## src/rtl/ocg_pkg.sv

```systemverilog
package ocg_pkg;

  typedef enum logic [1:0] {
    FAM_PLAIN = 2'd0,
    FAM_FAST  = 2'd1,
    FAM_DUAL  = 2'd2,
    FAM_RSVD  = 2'd3
  } fam_e;

  typedef enum logic [1:0] {
    ACT_HOLD = 2'd0,
    ACT_CLR  = 2'd1,
    ACT_SET  = 2'd2,
    ACT_TOG  = 2'd3
  } act_e;

  typedef struct packed {
    logic hit;         // strobe and count equals compare
    logic at_top;      // strobe and count equals TOP
    logic cmp_is_top;  // compare value sits on TOP
  } evt_t;

endpackage

```

## src/rtl/ocg_event.sv

```systemverilog
module ocg_event
  import ocg_pkg::*;
#(
  parameter int W = 8
) (
  input  logic         cnt_step,
  input  logic [W-1:0] cnt_val,
  input  logic [W-1:0] cmp_val,
  input  logic [W-1:0] top_val,
  output evt_t         evt
);

  always_comb begin
    evt.cmp_is_top = (cmp_val == top_val);
    evt.hit        = cnt_step && (cnt_val == cmp_val);
    evt.at_top     = cnt_step && (cnt_val == top_val);
  end

endmodule

```

## src/rtl/ocg_decode.sv

```systemverilog
module ocg_decode
  import ocg_pkg::*;
(
  input  logic [1:0] wave_fam,
  input  logic [1:0] out_mode,
  input  logic       ext_mode,
  input  logic       cnt_down,
  input  evt_t       evt,
  output act_e       act,
  output logic       linked
);

  fam_e fam;
  logic pwm;
  act_e top_act;
  act_e hit_act;

  always_comb begin
    fam    = fam_e'(wave_fam);
    pwm    = (fam == FAM_FAST) || (fam == FAM_DUAL);
    linked = (out_mode != 2'b00) && !(pwm && out_mode == 2'b01 && !ext_mode);

    // TOP action for the clear/set modes: mode 2 sets, mode 3 clears
    top_act = out_mode[0] ? ACT_CLR : ACT_SET;
    // match action on a rising count: mode 2 clears, mode 3 sets
    hit_act = out_mode[0] ? ACT_SET : ACT_CLR;

    act = ACT_HOLD;
    if (linked) begin
      if (!pwm) begin
        if (evt.hit) act = (out_mode == 2'b01) ? ACT_TOG : hit_act;
      end else if (out_mode == 2'b01) begin
        if (evt.hit) act = ACT_TOG;
      end else if (evt.cmp_is_top) begin
        if (evt.at_top) act = top_act;
      end else if (fam == FAM_FAST) begin
        if (evt.at_top)   act = top_act;
        else if (evt.hit) act = hit_act;
      end else begin
        if (evt.hit) act = cnt_down ? top_act : hit_act;
      end
    end
  end

endmodule

```

## src/rtl/ocg_wavegen.sv

```systemverilog
module ocg_wavegen
  import ocg_pkg::*;
#(
  parameter int W = 8
) (
  input  logic         clk,
  input  logic         rst,
  input  logic         cnt_step,
  input  logic [W-1:0] cnt_val,
  input  logic         cnt_down,
  input  logic [W-1:0] cmp_val,
  input  logic [W-1:0] top_val,
  input  logic [1:0]   out_mode,
  input  logic [1:0]   wave_fam,
  input  logic         ext_mode,
  input  logic         dir_en,
  output logic         pin_out,
  output logic         pin_own
);

  evt_t evt;
  act_e act;
  logic linked;
  logic wave_q;
  logic wave_d;
  logic own_d;

  ocg_event #(.W(W)) u_evt (
    .cnt_step (cnt_step),
    .cnt_val  (cnt_val),
    .cmp_val  (cmp_val),
    .top_val  (top_val),
    .evt      (evt)
  );

  ocg_decode u_dec (
    .wave_fam (wave_fam),
    .out_mode (out_mode),
    .ext_mode (ext_mode),
    .cnt_down (cnt_down),
    .evt      (evt),
    .act      (act),
    .linked   (linked)
  );

  always_comb begin
    unique case (act)
      ACT_CLR: wave_d = 1'b0;
      ACT_SET: wave_d = 1'b1;
      ACT_TOG: wave_d = ~wave_q;
      default: wave_d = wave_q;
    endcase
    own_d = linked && dir_en;
  end

  always_ff @(posedge clk) begin
    if (rst) begin
      wave_q  <= 1'b0;
      pin_out <= 1'b0;
      pin_own <= 1'b0;
    end else begin
      wave_q  <= wave_d;
      pin_out <= own_d && wave_d;
      pin_own <= own_d;
    end
  end

endmodule

```

## config.mk

```make
export PLATFORM = sky130hd
export DESIGN_NAME = ocg_wavegen
export DESIGN_NICKNAME = d
export VERILOG_FILES = /design/src/rtl/ocg_pkg.sv /design/src/rtl/ocg_event.sv /design/src/rtl/ocg_decode.sv /design/src/rtl/ocg_wavegen.sv
export SDC_FILE = /design/constraint.sdc
export NUM_CORES = 1
export LEC_CHECK = 0
export CAP_MARGIN = 20
export CELL_PAD_IN_SITES_DETAIL_PLACEMENT = 0
export CELL_PAD_IN_SITES_GLOBAL_PLACEMENT = 1
export CORE_MARGIN = 1
export CORE_UTILIZATION = 26
export CTS_CLUSTER_DIAMETER = 50
export DETAILED_ROUTE_END_ITERATION = 16
export PLACE_DENSITY = 0.83
export REMOVE_ABC_BUFFERS = 1
export SKIP_CTS_REPAIR_TIMING = 1
export SLEW_MARGIN = 20
export SYNTH_ARGS = -nofsm -noshare
export SYNTH_HDL_FRONTEND = slang
export SYNTH_HIERARCHICAL = 1
export SYNTH_SLANG_ARGS = --single-unit
```

## constraint.sdc

```tcl
create_clock -name clk -period 5.3 [get_ports clk]
set_clock_uncertainty 0.1 [all_clocks]
set_input_delay 1.325 -clock clk [delete_from_list [all_inputs] [get_ports clk]]
set_output_delay 1.325 -clock clk [all_outputs]
set_load 0.005 [all_outputs]
```

# == Yosys cells after proc, flatten, opt, wreduce, memory -nomap -nowiden ==
# Index checks and enable logic that the tools add are counted.
# totals
word_cells,40
memories,0
latch_bits,0
romBits,0
mem_bits_rw,0
register_bits,3
# op_classes
n_mux,16
eq_ne,9
n_reduce_logical,11
addsub,0
n_lt_le_gt_ge,0
n_mul,0
n_div,0
bitwise,1
shift,0
# ops
cell,count
$mux W2,15
$eq A8 B8 Y1,3
$logic_and A1 B1 Y1,7
$eq A2 B1 Y1 const B,3
$eq A2 B2 Y1 const B,3
$pmux W1 S3,1
$logic_not A1 Y1,2
$reduce_bool A2 Y1,1
$logic_or A1 B1 Y1,1
$not A1 Y1,1

# == Longest topological paths before layout ==
# depth
depth_word,12
ltp_mapped,9
depth_no_buf,9

# == By module ==
# Netlist, hierarchy kept.
# by_module_without_submodules
module,cells_per_inst,n_inst,area_each_um2
ocg_event,35,1,276.5
ocg_decode,32,1,201.4
ocg_wavegen,9,1,97.6

# == Worst setup path before layout ==
# OpenSTA, ideal clock, no wires.
# synth_timing
path_type,input to register
start,input top_val[4]
end,register pin_out
slack_ns,2.555
required_time_ns,5.121
arrival_time_ns,2.565
path_stages,9
n_path_buf,0
cell_sequence,xnor2_1 nand4_1 nor3_2 nand2b_2 nor2_1 a211oi_1 a311oi_1 nand2b_1 a211oi_2
# synth_rtl
item,line_no,text
"start, declared",ocg_wavegen.sv:12,"input logic [W-1:0] top_val,"
"end signal, assigned",ocg_wavegen.sv:63,pin_out <= own_d && wave_d;
"end, declared",ocg_wavegen.sv:17,"output logic pin_out,"

==> key figures <==
Detailed routing
  • DRT iter0 DRCs: 2
  • DR DRC count: 0
  • Routed vias/inst: 4.738
  • Avg WL per Cell: 10.11 µm
  • Wirelength, routed: 1426 µm
  • Routed Antenna Nets: 0
  • Vias: 668
  • Drt pass-1 iters: 4

Job
  • Maxcap violations: 0

Setup path
  • Critical path endpoint category: flip-flop
  • Critical Path Slowest Stage Cell: clkdlybuf4s50_1
  • Data arrival, critical path: 3.30 ns
  • Crit path cell chain: clkdlybuf4s50_1 > xnor2_1 > nand4_1 > nor3_2 > nand2b_2 > nor2_1 > a211oi_1 > a311oi_1 > nand2b_1 > a211oi_2
  • CP required: 5.36 ns
  • Cell depth of the worst flop-to-flop path: 2
  • Worst Path Max Fanout: 5
  • CP Class: primary input to flip-flop
  • Reg2reg setup slack: 4.46 ns
  • RR Startpoint: wave_q$_SDFF_PP0_
  • CP Launch Type: primary input
  • Critical path buffers and inverters: 1
  • Crit path max-delay family: simple AND/OR/NAND/NOR gates
  • FF-to-FF End: pin_out$_SDFF_PP0_
  • Crit-path max cell delay: 0.52 ns

Floorplanning
  • Die area: 0.002406 mm²
  • Core area: 0.002022 mm²
  • Die Ht: 49.05 µm
  • Row count: 16
  • Initial Util: 0.2847
  • Die W: 49.05 µm
  • IO Pins: 36

Synth
  • Commonest cells in the synthesized netlist: xnor2_1, nor2_1
  • Top post-synthesis cells by area: xnor2_1, dfxtp_1, nand4_1, nand3b_1, nor2_1
  • Cell Area, Synth: 575.6 µm²
  • Yosys warns: 6
  • Distinct cells, synth: 25
  • Post-synthesis cell count: 76
  • Async SR Flop Fraction: 0
  • Primary FF master, synth: dfxtp_1
  • Count leader, synth: xnor2_1
  • Yosys reg bits: 3
  • Yosys top cell area share: 0.3804
  • EDFF count, synth: 0
  • Sequential share of the synthesized area: 0.1043
  • Largest area contributor in the netlist: xnor2_1
  • Avg Inst Size Synth: 7.573 µm²

Clocking
  • CTS tree: yes
  • CTS root buffer: clkbuf_4
  • Maximum clock path buffer count: 2
  • Clk pin slew, worst setup/hold paths: 0.04 ns
  • Clk Latency, worst-skew pair: 0.23 ns
  • Total clock sinks: 3
  • Cts bufs inserted: 3
  • H-tree Lvls: 1

Finish
  • Fin area: 974.7 µm²
  • Layout net count: 150
  • Final Util: 0.4821
  • Layout overhead on the synthesized area: 69.35%
  • Number of fill cells: 197
  • Layout cells sized above 1: 0.06140
  • Antenna cells: 0

STA
  • Setup violators final: 0
  • Part of the cycle the worst path needs: 0.6124
  • Normalized max-slew margin: 0.7549
  • Min cycle time layout: 3.246 ns
  • Fmax: 0.3081 GHz
  • Post-route setup TNS: 0 ns
  • Final hold violations: 0
  • Slew @ Worst Pin: 0.3663 ns
  • Max Slew Vio Count: 0
  • RSZ-0062 raised after global routing: false

Global routing
  • Pin count of the biggest net entering global routing: 12
  • Vias in the first global route: 631
  • Total track usage: 0.1243
  • Global-route wire length before repair: 2332 µm
  • Gr ovfl total: 0
  • Initial antenna violation count: 0

Power
  • Worst vdd ir: 0.0001013 V
  • PD cells: 135.8 mW/mm²
  • Leak pwr: 0.3060 nW

Worst hold path
  • Hold EP: pin_out$_SDFF_PP0_
  • Worst min path class: flip-flop to flip-flop
  • Hold path start: wave_q$_SDFF_PP0_
  • Hold Crit Depth: 2

Run status
  • Status: finished, final reports clean

Placement
  • Port buffer count: 35
  • Post-DP HPWL: 1267 µm
  • Post-DP Area: 948.4 µm²
  • GPL Wtd Cong: 0.8025
-- stage by stage --
stage	hold WS (ns)	cells	power, W	worst slack, ns
floorplan	0.3777	75	0.00005586	2.555
global placement	0.4019	137	0.00009230	1.810
detailed placement	0.4099	137	0.00009327	1.805
CTS	0.4197	141	0.0001356	2.052
global route	0.4384	141	0.0001424	1.885
finish	0.4092	141	0.0001323	2.054
-- tightest hold or removal path: stages (launching register included) --
cell      delay [ns]
dfxtp_1         0.30
nand2b_1        0.10
a211oi_2        0.06
-- layout make-up --
class                           instances  area [µm²]  share of cell area
Multi-Input combinational cell         69       493.0              0.5058
Timing Repair Buffer                   35       350.3              0.3594
Sequential cell                         3       60.06             0.06162
Tap cell                               27       33.78             0.03466
Clock buffer                            4       26.28             0.02696
Inverter                                3       11.26             0.01155
-- sequential cells by signal, summed over array words and instances, names as in the netlist --
signal / cells
pin_out: 1
pin_own: 1
wave_q: 1
-- worst max-delay path by stage --
stage                     from                  to  slack [ns]  cells past startpoint
finish              cnt_val[6]  pin_out$_SDFF_PP0_        2.05                     10
global route        top_val[4]  pin_out$_SDFF_PP0_        1.89                     10
CTS                 cnt_val[6]  pin_out$_SDFF_PP0_        2.05                     10
detailed placement  cnt_val[6]  pin_out$_SDFF_PP0_        1.80                     10
global placement    top_val[3]  pin_out$_SDFF_PP0_        1.81                     10
floorplan           top_val[4]  pin_out$_SDFF_PP0_        2.56                      9
-- logic make-up after synthesis --
| group | after synthesis | synth area share |
|---|---|---|
| AOI/OAI and AO/OA | 15 | 0.1717 |
| xor gates and xnor gates | 25 | 0.3804 |
| adders and majority gates | 1 | 0.02174 |
| buffers and inverters | 4 | 0.03913 |
| DFF | 3 | 0.1044 |
| muxes | 1 | 0.01739 |
| and+or+nand+nor | 27 | 0.2652 |
-- report_power, final --
part / switching, W / total (W) / internal (W) / leakage (nW)
sequential: 0.000000420 / 0.0000244 / 0.0000240 / 0.0246
clock: 0.0000118 / 0.0000400 / 0.0000282 / 0.0150
combinational: 0.0000255 / 0.0000679 / 0.0000423 / 0.266
total: 0.0000378 / 0.000132 / 0.0000946 / 0.306
-- cell usage in the layout (no fill, tap or decap), types with 2 or more instances in the layout --
| master | synthesis | routed |
|---|---|---|
| a21oi_1 | 4 | 4 |
| clkbuf_4 | 0 | 3 |
| clkdlybuf4s50_1 | 0 | 35 |
| dfxtp_1 | 3 | 3 |
| inv_1 | 3 | 3 |
| nand2_1 | 4 | 4 |
| nand2b_1 | 2 | 2 |
| nand3_1 | 4 | 4 |
| nand3b_1 | 3 | 3 |
| nand4_1 | 4 | 4 |
| nor2_1 | 6 | 6 |
| nor3_2 | 2 | 2 |
| o21ai_1 | 3 | 3 |
| xnor2_1 | 25 | 25 |
-- routing by layer --
| metal | vias up | GRT usage | wire [µm] |
|---|---|---|---|
| li1 | 344 | - | - |
| met1 | 289 | 0.1190 | 589 |
| met2 | 35 | 0.2477 | 715 |
| met3 | 0 | 0.04361 | 121 |
| met4 | 0 | 0.02941 | 0 |
| met5 | - | 0 | 0 |
No activity file was read; power rests on OpenSTA's default activity.
